`src/rtl/tws_pkg.sv`:
```
package tws_pkg;

  typedef enum logic [2:0] {
    ST_IDLE,
    ST_RX,
    ST_ACK,
    ST_NAK,
    ST_TX,
    ST_RACK,
    ST_HOLD
  } twsState_t;

  // control -> datapath strobes
  typedef struct packed {
    logic clear;
    logic load;
    logic shiftIn;
    logic shiftOut;
  } dpCtl_t;

  // datapath -> control events
  typedef struct packed {
    logic sclRise;
    logic sclFall;
    logic startCond;
    logic stopCond;
    logic sdaBit;
    logic cntLast;
    logic cntFull;
  } busEv_t;

endpackage

```
`src/rtl/tws_datapath.sv`:
```
module tws_datapath
  import tws_pkg::*;
#(
  parameter int DATA_W      = 8,
  parameter int SYNC_STAGES = 2
) (
  input  logic              clk,
  input  logic              rstN,
  input  logic              sclIn,
  input  logic              sdaIn,
  input  logic [DATA_W-1:0] txData,
  input  dpCtl_t            ctl,
  output busEv_t            ev,
  output logic [DATA_W-1:0] shReg
);

  localparam int CNT_W = $clog2(DATA_W + 1);

  logic [SYNC_STAGES-1:0] sclPipe;
  logic [SYNC_STAGES-1:0] sdaPipe;
  logic sclS, sdaS, sclQ, sdaQ;
  logic [CNT_W-1:0] bitCnt;

  // synchronizer chain, depth chosen by parameter
  for (genvar g = 0; g < SYNC_STAGES; g++) begin : gSync
    if (g == 0) begin : gFirst
      always_ff @(posedge clk or negedge rstN) begin
        if (!rstN) begin
          sclPipe[g] <= 1'b1;
          sdaPipe[g] <= 1'b1;
        end else begin
          sclPipe[g] <= sclIn;
          sdaPipe[g] <= sdaIn;
        end
      end
    end else begin : gNext
      always_ff @(posedge clk or negedge rstN) begin
        if (!rstN) begin
          sclPipe[g] <= 1'b1;
          sdaPipe[g] <= 1'b1;
        end else begin
          sclPipe[g] <= sclPipe[g-1];
          sdaPipe[g] <= sdaPipe[g-1];
        end
      end
    end
  end

  assign sclS = sclPipe[SYNC_STAGES-1];
  assign sdaS = sdaPipe[SYNC_STAGES-1];

  always_ff @(posedge clk or negedge rstN) begin
    if (!rstN) begin
      sclQ <= 1'b1;
      sdaQ <= 1'b1;
    end else begin
      sclQ <= sclS;
      sdaQ <= sdaS;
    end
  end

  always_comb begin
    ev.sclRise   = sclS & ~sclQ;
    ev.sclFall   = ~sclS & sclQ;
    ev.startCond = sclS & sclQ & sdaQ & ~sdaS;
    ev.stopCond  = sclS & sclQ & ~sdaQ & sdaS;
    ev.sdaBit    = sdaS;
    ev.cntLast   = (bitCnt == CNT_W'(DATA_W - 1));
    ev.cntFull   = (bitCnt == CNT_W'(DATA_W));
  end

  always_ff @(posedge clk or negedge rstN) begin
    if (!rstN) begin
      shReg  <= '0;
      bitCnt <= '0;
    end else if (ctl.clear) begin
      bitCnt <= '0;
    end else if (ctl.load) begin
      shReg  <= txData;
      bitCnt <= '0;
    end else if (ctl.shiftIn) begin
      shReg  <= {shReg[DATA_W-2:0], sdaS};
      bitCnt <= bitCnt + 1'b1;
    end else if (ctl.shiftOut) begin
      shReg  <= {shReg[DATA_W-2:0], 1'b0};
      bitCnt <= bitCnt + 1'b1;
    end
  end

endmodule

```
`src/rtl/tws_ctrl.sv`:
```
module tws_ctrl
  import tws_pkg::*;
(
  input  logic   clk,
  input  logic   rstN,
  input  busEv_t ev,
  input  logic   shMsb,
  input  logic   writeBusy,
  input  logic   ackEn,
  input  logic   readMode,
  output dpCtl_t ctl,
  output logic   sdaOut,
  output logic   sdaOe,
  output logic   startSeen,
  output logic   stopSeen,
  output logic   byteValid,
  output logic   firstByte,
  output logic   rdAckValid,
  output logic   rdAckOk
);

  twsState_t state, nxt;
  logic driving, startOk, stopOk, firstFlag, mAckFlag;

  assign driving = (state == ST_TX) || (state == ST_ACK);
  assign startOk = ev.startCond & ~driving & ~writeBusy & (state != ST_HOLD);
  assign stopOk  = ev.stopCond & ~driving & ~writeBusy;

  always_comb begin
    nxt = state;
    ctl = '0;
    if (stopOk) begin
      nxt = ST_IDLE;
    end else if (startOk) begin
      nxt       = ST_RX;
      ctl.clear = 1'b1;
    end else begin
      unique case (state)
        ST_RX: begin
          if (ev.sclRise)                   ctl.shiftIn = 1'b1;
          else if (ev.sclFall && ev.cntFull) nxt = ackEn ? ST_ACK : ST_NAK;
        end
        ST_ACK: begin
          if (ev.sclFall) begin
            if (readMode) begin
              nxt      = ST_TX;
              ctl.load = 1'b1;
            end else begin
              nxt       = ST_RX;
              ctl.clear = 1'b1;
            end
          end
        end
        ST_NAK: if (ev.sclFall) nxt = ST_IDLE;
        ST_TX: begin
          if (ev.sclFall) begin
            if (ev.cntLast) nxt = ST_RACK;
            else            ctl.shiftOut = 1'b1;
          end
        end
        ST_RACK: begin
          if (ev.sclFall) begin
            if (mAckFlag && readMode) begin
              nxt      = ST_TX;
              ctl.load = 1'b1;
            end else if (mAckFlag) begin
              nxt       = ST_RX;
              ctl.clear = 1'b1;
            end else begin
              nxt = ST_HOLD;
            end
          end
        end
        default: ;
      endcase
    end
  end

  always_ff @(posedge clk or negedge rstN) begin
    if (!rstN) begin
      state      <= ST_IDLE;
      startSeen  <= 1'b0;
      stopSeen   <= 1'b0;
      byteValid  <= 1'b0;
      rdAckValid <= 1'b0;
      rdAckOk    <= 1'b0;
      mAckFlag   <= 1'b0;
      firstFlag  <= 1'b0;
    end else begin
      state      <= nxt;
      startSeen  <= startOk;
      stopSeen   <= stopOk;
      byteValid  <= (state == ST_RX) & ev.sclRise & ev.cntLast;
      rdAckValid <= (state == ST_RACK) & ev.sclRise;
      if ((state == ST_RACK) && ev.sclRise) begin
        rdAckOk  <= ~ev.sdaBit;
        mAckFlag <= ~ev.sdaBit;
      end
      if (startOk)
        firstFlag <= 1'b1;
      else if (((state == ST_ACK) || (state == ST_NAK)) && ev.sclFall)
        firstFlag <= 1'b0;
    end
  end

  assign sdaOe     = driving;
  assign sdaOut    = (state == ST_TX) ? shMsb : 1'b0;
  assign firstByte = firstFlag;

endmodule

```
`src/rtl/tws_slave.sv`:
```
module tws_slave
  import tws_pkg::*;
#(
  parameter int DATA_W      = 8,
  parameter int SYNC_STAGES = 2
) (
  input  logic              clk,
  input  logic              rstN,
  input  logic              sclIn,
  input  logic              sdaIn,
  output logic              sdaOut,
  output logic              sdaOe,
  input  logic              writeBusy,
  input  logic              ackEn,
  input  logic              readMode,
  input  logic [DATA_W-1:0] txData,
  output logic              startSeen,
  output logic              stopSeen,
  output logic              byteValid,
  output logic [DATA_W-1:0] byteData,
  output logic              firstByte,
  output logic              rdAckValid,
  output logic              rdAckOk
);

  dpCtl_t            ctl;
  busEv_t            ev;
  logic [DATA_W-1:0] shReg;

  tws_datapath #(
    .DATA_W     (DATA_W),
    .SYNC_STAGES(SYNC_STAGES)
  ) u_dp (
    .clk   (clk),
    .rstN  (rstN),
    .sclIn (sclIn),
    .sdaIn (sdaIn),
    .txData(txData),
    .ctl   (ctl),
    .ev    (ev),
    .shReg (shReg)
  );

  tws_ctrl u_ctrl (
    .clk       (clk),
    .rstN      (rstN),
    .ev        (ev),
    .shMsb     (shReg[DATA_W-1]),
    .writeBusy (writeBusy),
    .ackEn     (ackEn),
    .readMode  (readMode),
    .ctl       (ctl),
    .sdaOut    (sdaOut),
    .sdaOe     (sdaOe),
    .startSeen (startSeen),
    .stopSeen  (stopSeen),
    .byteValid (byteValid),
    .firstByte (firstByte),
    .rdAckValid(rdAckValid),
    .rdAckOk   (rdAckOk)
  );

  assign byteData = shReg;

endmodule

```
`config.mk`:
```
export PLATFORM = sky130hd
export DESIGN_NAME = tws_slave
export DESIGN_NICKNAME = d
export VERILOG_FILES = /design/src/rtl/tws_pkg.sv /design/src/rtl/tws_datapath.sv /design/src/rtl/tws_ctrl.sv /design/src/rtl/tws_slave.sv
export SDC_FILE = /design/constraint.sdc
export NUM_CORES = 1
export LEC_CHECK = 0
export BUFFER_PORTS_ARGS = -buffer_cell sky130_fd_sc_hd__buf_2
export CAP_MARGIN = 20
export CORE_MARGIN = 2
export CORE_UTILIZATION = 47
export DETAILED_ROUTE_END_ITERATION = 8
export PLACE_DENSITY = 0.74
export SETUP_SLACK_MARGIN = 0.3
export SYNTH_ARGS = -nofsm -noshare
export SYNTH_HDL_FRONTEND = slang
export SYNTH_SLANG_ARGS = --single-unit
```
`constraint.sdc`:
```
create_clock -name clk -period 1.6 [get_ports clk]
set_input_delay 0.32 -clock clk [delete_from_list [all_inputs] [get_ports clk]]
set_output_delay 0.32 -clock clk [all_outputs]
set_load 0.01 [all_outputs]
```
==> results of run 1 <==
==> kinds of logic after synthesis <==
group | Yosys count | synth area share (%)
adders and majority gates | 2 | 1.81
AOI/OAI and AO/OA | 32 | 15.5
buffers and inverters | 13 | 5.16
xor gates and xnor gates | 2 | 1.27
muxes | 10 | 7.34
and+or+nand+nor | 46 | 19.5
DFF | 27 | 49.5
==> cells in the final DEF (no fill, tap or decap), drive strengths merged, types with 2 or more instances in the layout <==
| cell | netlist | layout |
|---|---|---|
| buf | 6 | 68 |
| dfrtp | 21 | 21 |
| nand2 | 13 | 13 |
| o21ai | 12 | 12 |
| mux2i | 9 | 9 |
| nor2 | 8 | 8 |
| a21oi | 7 | 7 |
| inv | 7 | 7 |
| dfstp | 6 | 6 |
| nand2b | 6 | 6 |
| clkbuf | 0 | 3 |
| and3b | 3 | 3 |
| o31ai | 3 | 3 |
| nor2b | 3 | 3 |
| xor2 | 2 | 2 |
| and3 | 2 | 2 |
| a211oi | 2 | 2 |
| ha | 2 | 2 |
==> power by group through the flow <==
| stage | Clock (mW) | Combinational (mW) | Sequential (mW) |
|---|---|---|---|
| 2_1_floorplan | 0 | 0.233 | 0.872 |
| 3_3_place_gp | 0 | 0.429 | 0.861 |
| 3_5_place_dp | 0 | 0.449 | 0.868 |
| 4_1_cts | 0.315 | 0.548 | 0.863 |
| 5_1_grt | 0.345 | 0.709 | 0.878 |
| 6_report | 0.313 | 0.660 | 0.872 |
==> registers in the layout, indices dropped and copies added (netlist names) <==
register,count
u_ctrl.byteValid,1
u_dp.sdaQ,1
u_dp.sdaS,1
u_dp.sclPipe,1
u_dp.sdaPipe,1
u_ctrl.firstByte,1
u_ctrl.stopSeen,1
u_dp.sclQ,1
u_dp.bitCnt,4
u_ctrl.rdAckValid,1
u_dp.sclS,1
u_ctrl.state,3
u_ctrl.startSeen,1
u_dp.shReg,8
u_ctrl.mAckFlag,1
==> final timing paths <==
kind / start / to / slack, ns
setup / recovery: u_dp.bitCnt[0] / u_dp.bitCnt[3] / -0.17
hold / removal: sclIn / u_dp.sclPipe[0] / 0.05
setup reg to reg: u_dp.bitCnt[0] / u_dp.bitCnt[3] / -0.17
hold reg to reg: u_dp.sclPipe[0] / u_dp.sclS / 0.37
max in group asynchronous: rstN / u_dp.bitCnt[1] / 0.73
min in group asynchronous: rstN / u_ctrl.stopSeen / 0.48
==> routing by layer <==
metal  up-vias  global-route usage (%)  share of wire, %
li1        605                       -                 -
met1       623                    28.2                40
met2        68                    36.2                52
met3        13                    2.46               4.9
met4         0                    9.97               3.1
met5         -                       0                 0
==> per-stage QoR <==
stage	cells	instance area, µm²
2_1_floorplan	132	1400
3_3_place_gp	213	1740
3_5_place_dp	213	1740
4_1_cts	222	1930
5_1_grt	230	2080
6_report	230	2080
==> cell type report <==
class	instances	area share, %
timing repair buffer	69	25.2
multi-input combinational	92	37.2
clock inverter	1	0.360
sequential	27	32.8
clock buffer	3	1.08
inverter	7	1.50
tap	31	1.86
==> critical path: stages, from the launching register on <==
cell	delay, ns
dfrtp_1	0.42
ha_2	0.20
and3b_2	0.24
nor4b_4	0.33
buf_4	0.20
o31ai_2	0.08
xor2_1	0.16
nor2_1	0.05
==> timing repair <==
action | 4_1_cts | 5_1_grt
setup endpoints to repair | 21 | 23
hold buffers | 1 | 0
resized for setup | 30 | 22
setup buffers | 4 | 8
hold endpoints to repair | 21 | 0
pin swaps | 12 | 12
==> out/qor.txt, run 1 <==
critical path class - reg -> reg
residual DRC count - 0
Synth top area share - 38.0%
RSZ-0062 raised after global routing - yes
failing checks - setup timing
maximum number of pins on one net before global-route repair - 28
Setup crit end kind - flop
Rel. slew slack - 60.6%
Detailed Routing Iterations Pass 1 - 4
starting density of the core - 49.7%
Max VDD drop - 0.000979 V
die area - 3390 µm²
biggest area consumer among synthesized cells - dfrtp_1
Combinational Power Share - 35.7%
min Tclk post-route - 1.77 ns
CP Max Fanout - 3
Worst Max-Slew Pin Slew - 0.591 ns
CTS H-tree lvls - 1
Layout fillers - 179
Highest Clock Rate - 566 MHz
Post-synth EDFFs - 0
first-pass GRT wire length - 5550 µm
Syn Area/Cell - 10.5 µm²
Core Box Area - 2780 µm²
sum of negative setup slack - -1.82 ns
Setup Viol. Count Final - 17
Layout area overhead - 50.9%
Worst Path Arrival - 2.02 ns
# nets final - 217
Area contributors post-synth - dfrtp_1 38%, dfstp_2 11%, mux2i_1 6.5%, nand2_1 3.5%, o21ai_1 2.9%
Routed Antenna Nets - 0
pwr dens - 885 nW/µm²
crit start category - flop
yosys warns - 0
crit share post-route - 110%
Num CTS Buffers - 3
FF-to-FF path depth - 7
cell with the most instances after synthesis - dfrtp_1
antenna violations before repair - 0
io pins - 31
CP required - 1.85 ns
Worst-Skew Late Latency - 0.34 ns
Die Wd - 58.2 µm
WL/cell - 17.3 µm
clock slew at reported path FFs - 0.15 ns
Pins Over Slew Limit - 0
Cells after Synth - 132
Mapped Nets - 149
distinct cell type count after synthesis - 41
Core Rows - 19
Setup Skew - 0.00614 ns
top_reg_cell synth - dfrtp_1
synthesis-stage register bit count - 27
routability-driven placement congestion ratio - 0.885
Sequential Area - 683 µm²
NetSw - 614 µW
ys async rst share - 100%
synth cell count leaders - 21 x dfrtp_1, 13 x nand2_1, 9 x mux2i_1, 8 x nor2_1, 8 x o21ai_1
Reg power frac - 47.3%
Max-Cap Viols - 0
Hold WC Path Type - in -> reg
P_leak - 1.02 nW
Die H - 58.2 µm
Mapped Area - 1380 µm²
via count - 1,309
gr usage total - 21.7%
final core occ - 74.9%
final WL - 3990 µm
status - finished with violations
CTS root buf - clkbuf_4
CTS sink count - 27
Antenna Cells - 0
CTS tree - built
internal power - 1.23 mW
Pwr Total - 1.85 mW
WHS Path Cells - 1
initial drt markers - 43
Seq/Total Area, Yosys - 49.5%
Hold WS - 0.0511 ns
Via-to-Cell Ratio - 5.69
switch share - 33.3%
IO Port Bufs - 30
footprint of the multi-input gates - 776 µm²
vias in the first global route - 1,224
clock buffer depth - 2
clock share of power - 17.0%
GR Overflow Total - 0
layout cells sized above 1 - 55.8%
HPWL Detailed - 2340 µm
Final Hold Viols - 0
Post-Place Worst Slack - -0.123 ns
final setup margin - -0.168 ns
Power figures use the tool's default switching activity.
==> inputs of run 2 (changes only) <==
TNS_END_PERCENT = 30   (was default)
==> run 2 against run 1 <==
Effect of this change: the flow still finishes with violations (setup timing); sequential power is 2% lower; core utilization is 9.2 points lower; worst hold slack better by 0.012 ns; first-iteration DRC count is 51% lower; die area stayed put; clock power is 4% lower; critical path type unchanged; critical endpoint is now u_dp.shReg[6].
==> out/qor.txt, run 2 (same netlist as run 1, synthesis figures left out) <==
top flop regs - u_dp.shReg: 8 flops, u_dp.bitCnt: 4 flops, u_ctrl.state: 3 flops
pwr dens - 880 nW/µm²
final WL - 3090 µm
crit start category - flop
CP required - 1.83 ns
HPWL Detailed - 2310 µm
Worst Path Arrival - 2.00 ns
Rel. slew slack - 60.7%
RSZ-0062 raised after global routing - yes
Routed Antenna Nets - 0
final core occ - 65.7%
antenna violations before repair - 0
clock slew at reported path FFs - 0.15 ns
Die H - 58.2 µm
P_leak - 0.923 nW
Max VDD drop - 0.000838 V
Highest Clock Rate - 568 MHz
CP cell instances - or3b_4 -> a211oi_4 -> buf_6 -> mux2i_1 -> o21ai_1
Core Box Area - 2780 µm²
Pins Over Slew Limit - 0
met2 WL post-DR - 1510 µm
footprint of the multi-input gates - 693 µm²
sum of negative setup slack - -2.04 ns
IO Port Bufs - 30
Finished Layout Cells - 217
clock buffer depth - 2
Worst-Skew Late Latency - 0.33 ns
Slowest cell on crit path - dfrtp_1
crit-path max cell delay - 0.43 ns
CTS tree - built
Detailed Routing Iterations Pass 1 - 4
Reg with most FFs - u_dp.shReg
WL/cell - 14.2 µm
Sequential Area - 683 µm²
Via-to-Cell Ratio - 5.46
critical path class - reg -> reg
most frequent cells in the layout - 30 x buf_2, 22 x buf_4, 21 x dfrtp_1
Post-Place Worst Slack - -0.169 ns
die area - 3390 µm²
gr usage total - 19.8%
commonest non-fill, non-tap cell in the layout - buf_2
first-pass GRT wire length - 5180 µm
Hold WC Path Type - in -> reg
layout cells sized above 1 - 44.6%
Setup Skew - 0.00624 ns
# nets final - 204
CP Max Fanout - 7
Worst Max-Slew Pin Slew - 0.589 ns
status - finished with violations
min Tclk post-route - 1.76 ns
Layout fillers - 228
met3 wire len - 194 µm
Setup crit end kind - flop
via count - 1,184
routability-driven placement congestion ratio - 0.931
crit share post-route - 110%
vias in the first global route - 1,177
DR top layer - met4
CTS sink count - 27
max reg flops - 8
initial drt markers - 21
Layout area overhead - 32.3%
residual DRC count - 0
CTS root buf - clkbuf_4
wire length on met1 - 1300 µm
Num CTS Buffers - 3
Crit path max-delay family - flip-flops
GR Overflow Total - 0
final setup margin - -0.161 ns
Cells after DPL - 211
Final Hold Viols - 0
Core Rows - 19
Max-Cap Viols - 0
Setup Viol. Count Final - 17
Antenna Cells - 0
worst path bufs/invs - 1
Die Wd - 58.2 µm
starting density of the core - 49.7%
CTS H-tree lvls - 1
io pins - 31
failing checks - setup timing
maximum number of pins on one net before global-route repair - 28
==> run 2: per-stage QoR <==
stage                     power (mW)  hold WS, ns  area (µm²)
after floorplan                 1.10       0.0244        1390
after global routing            1.70       0.0522        1830
after CTS                       1.61       0.0588        1810
after detailed placement        1.29        0.349        1710
final                           1.61       0.0635        1830
after global placement          1.26        0.346        1710
==> run 2: path summary, 6_finish.rpt <==
path | from | to | slack [ns] | cells past startpoint
max in group asynchronous | rstN | u_dp.bitCnt[2] | 0.71 | 2
worst min-delay path | sdaIn | u_dp.sdaPipe[0] | 0.06 | 1
worst max-delay path | u_ctrl.state[1] | u_dp.shReg[6] | -0.16 | 5
worst max register to register | u_ctrl.state[1] | u_dp.shReg[6] | -0.16 | 5
worst min register to register | u_dp.sclPipe[0] | u_dp.sclS | 0.37 | 0
min in group asynchronous | rstN | u_ctrl.stopSeen | 0.50 | 2
==> run 2: layer usage <==
metal	GRT usage (%)	vias up
met1	24.8	562
met3	2.23	8
met4	8.64	0
met2	34.3	45
li1	-	569
met5	0	-
==> run 2: area by class of cell <==
class,count,area share (%)
Multi-Input combinational cell,92,37.9
Clock buffer,3,1.23
Timing Repair Buffer,56,19.6
Sequential cell,27,37.4
Tap cell,31,2.12
Inverter,7,1.44
Clock inverter,1,0.274
==> run 2: timing repair <==
item	4_1_cts	5_1_grt
buffers inserted	0	1
hold endpoints to repair	21	0
pin swaps	3	2
endpoints found under the setup margin	22	22
hold buffers	1	0
gates resized for setup	14	2
==> run 2: power breakdown <==
group	switching (mW)	total, mW	leakage, nW	internal, mW
Sequential	0.0735	0.856	0.342	0.782
Combinational	0.232	0.452	0.563	0.220
Clock	0.207	0.301	0.0177	0.0940
Total	0.512	1.61	0.923	1.10
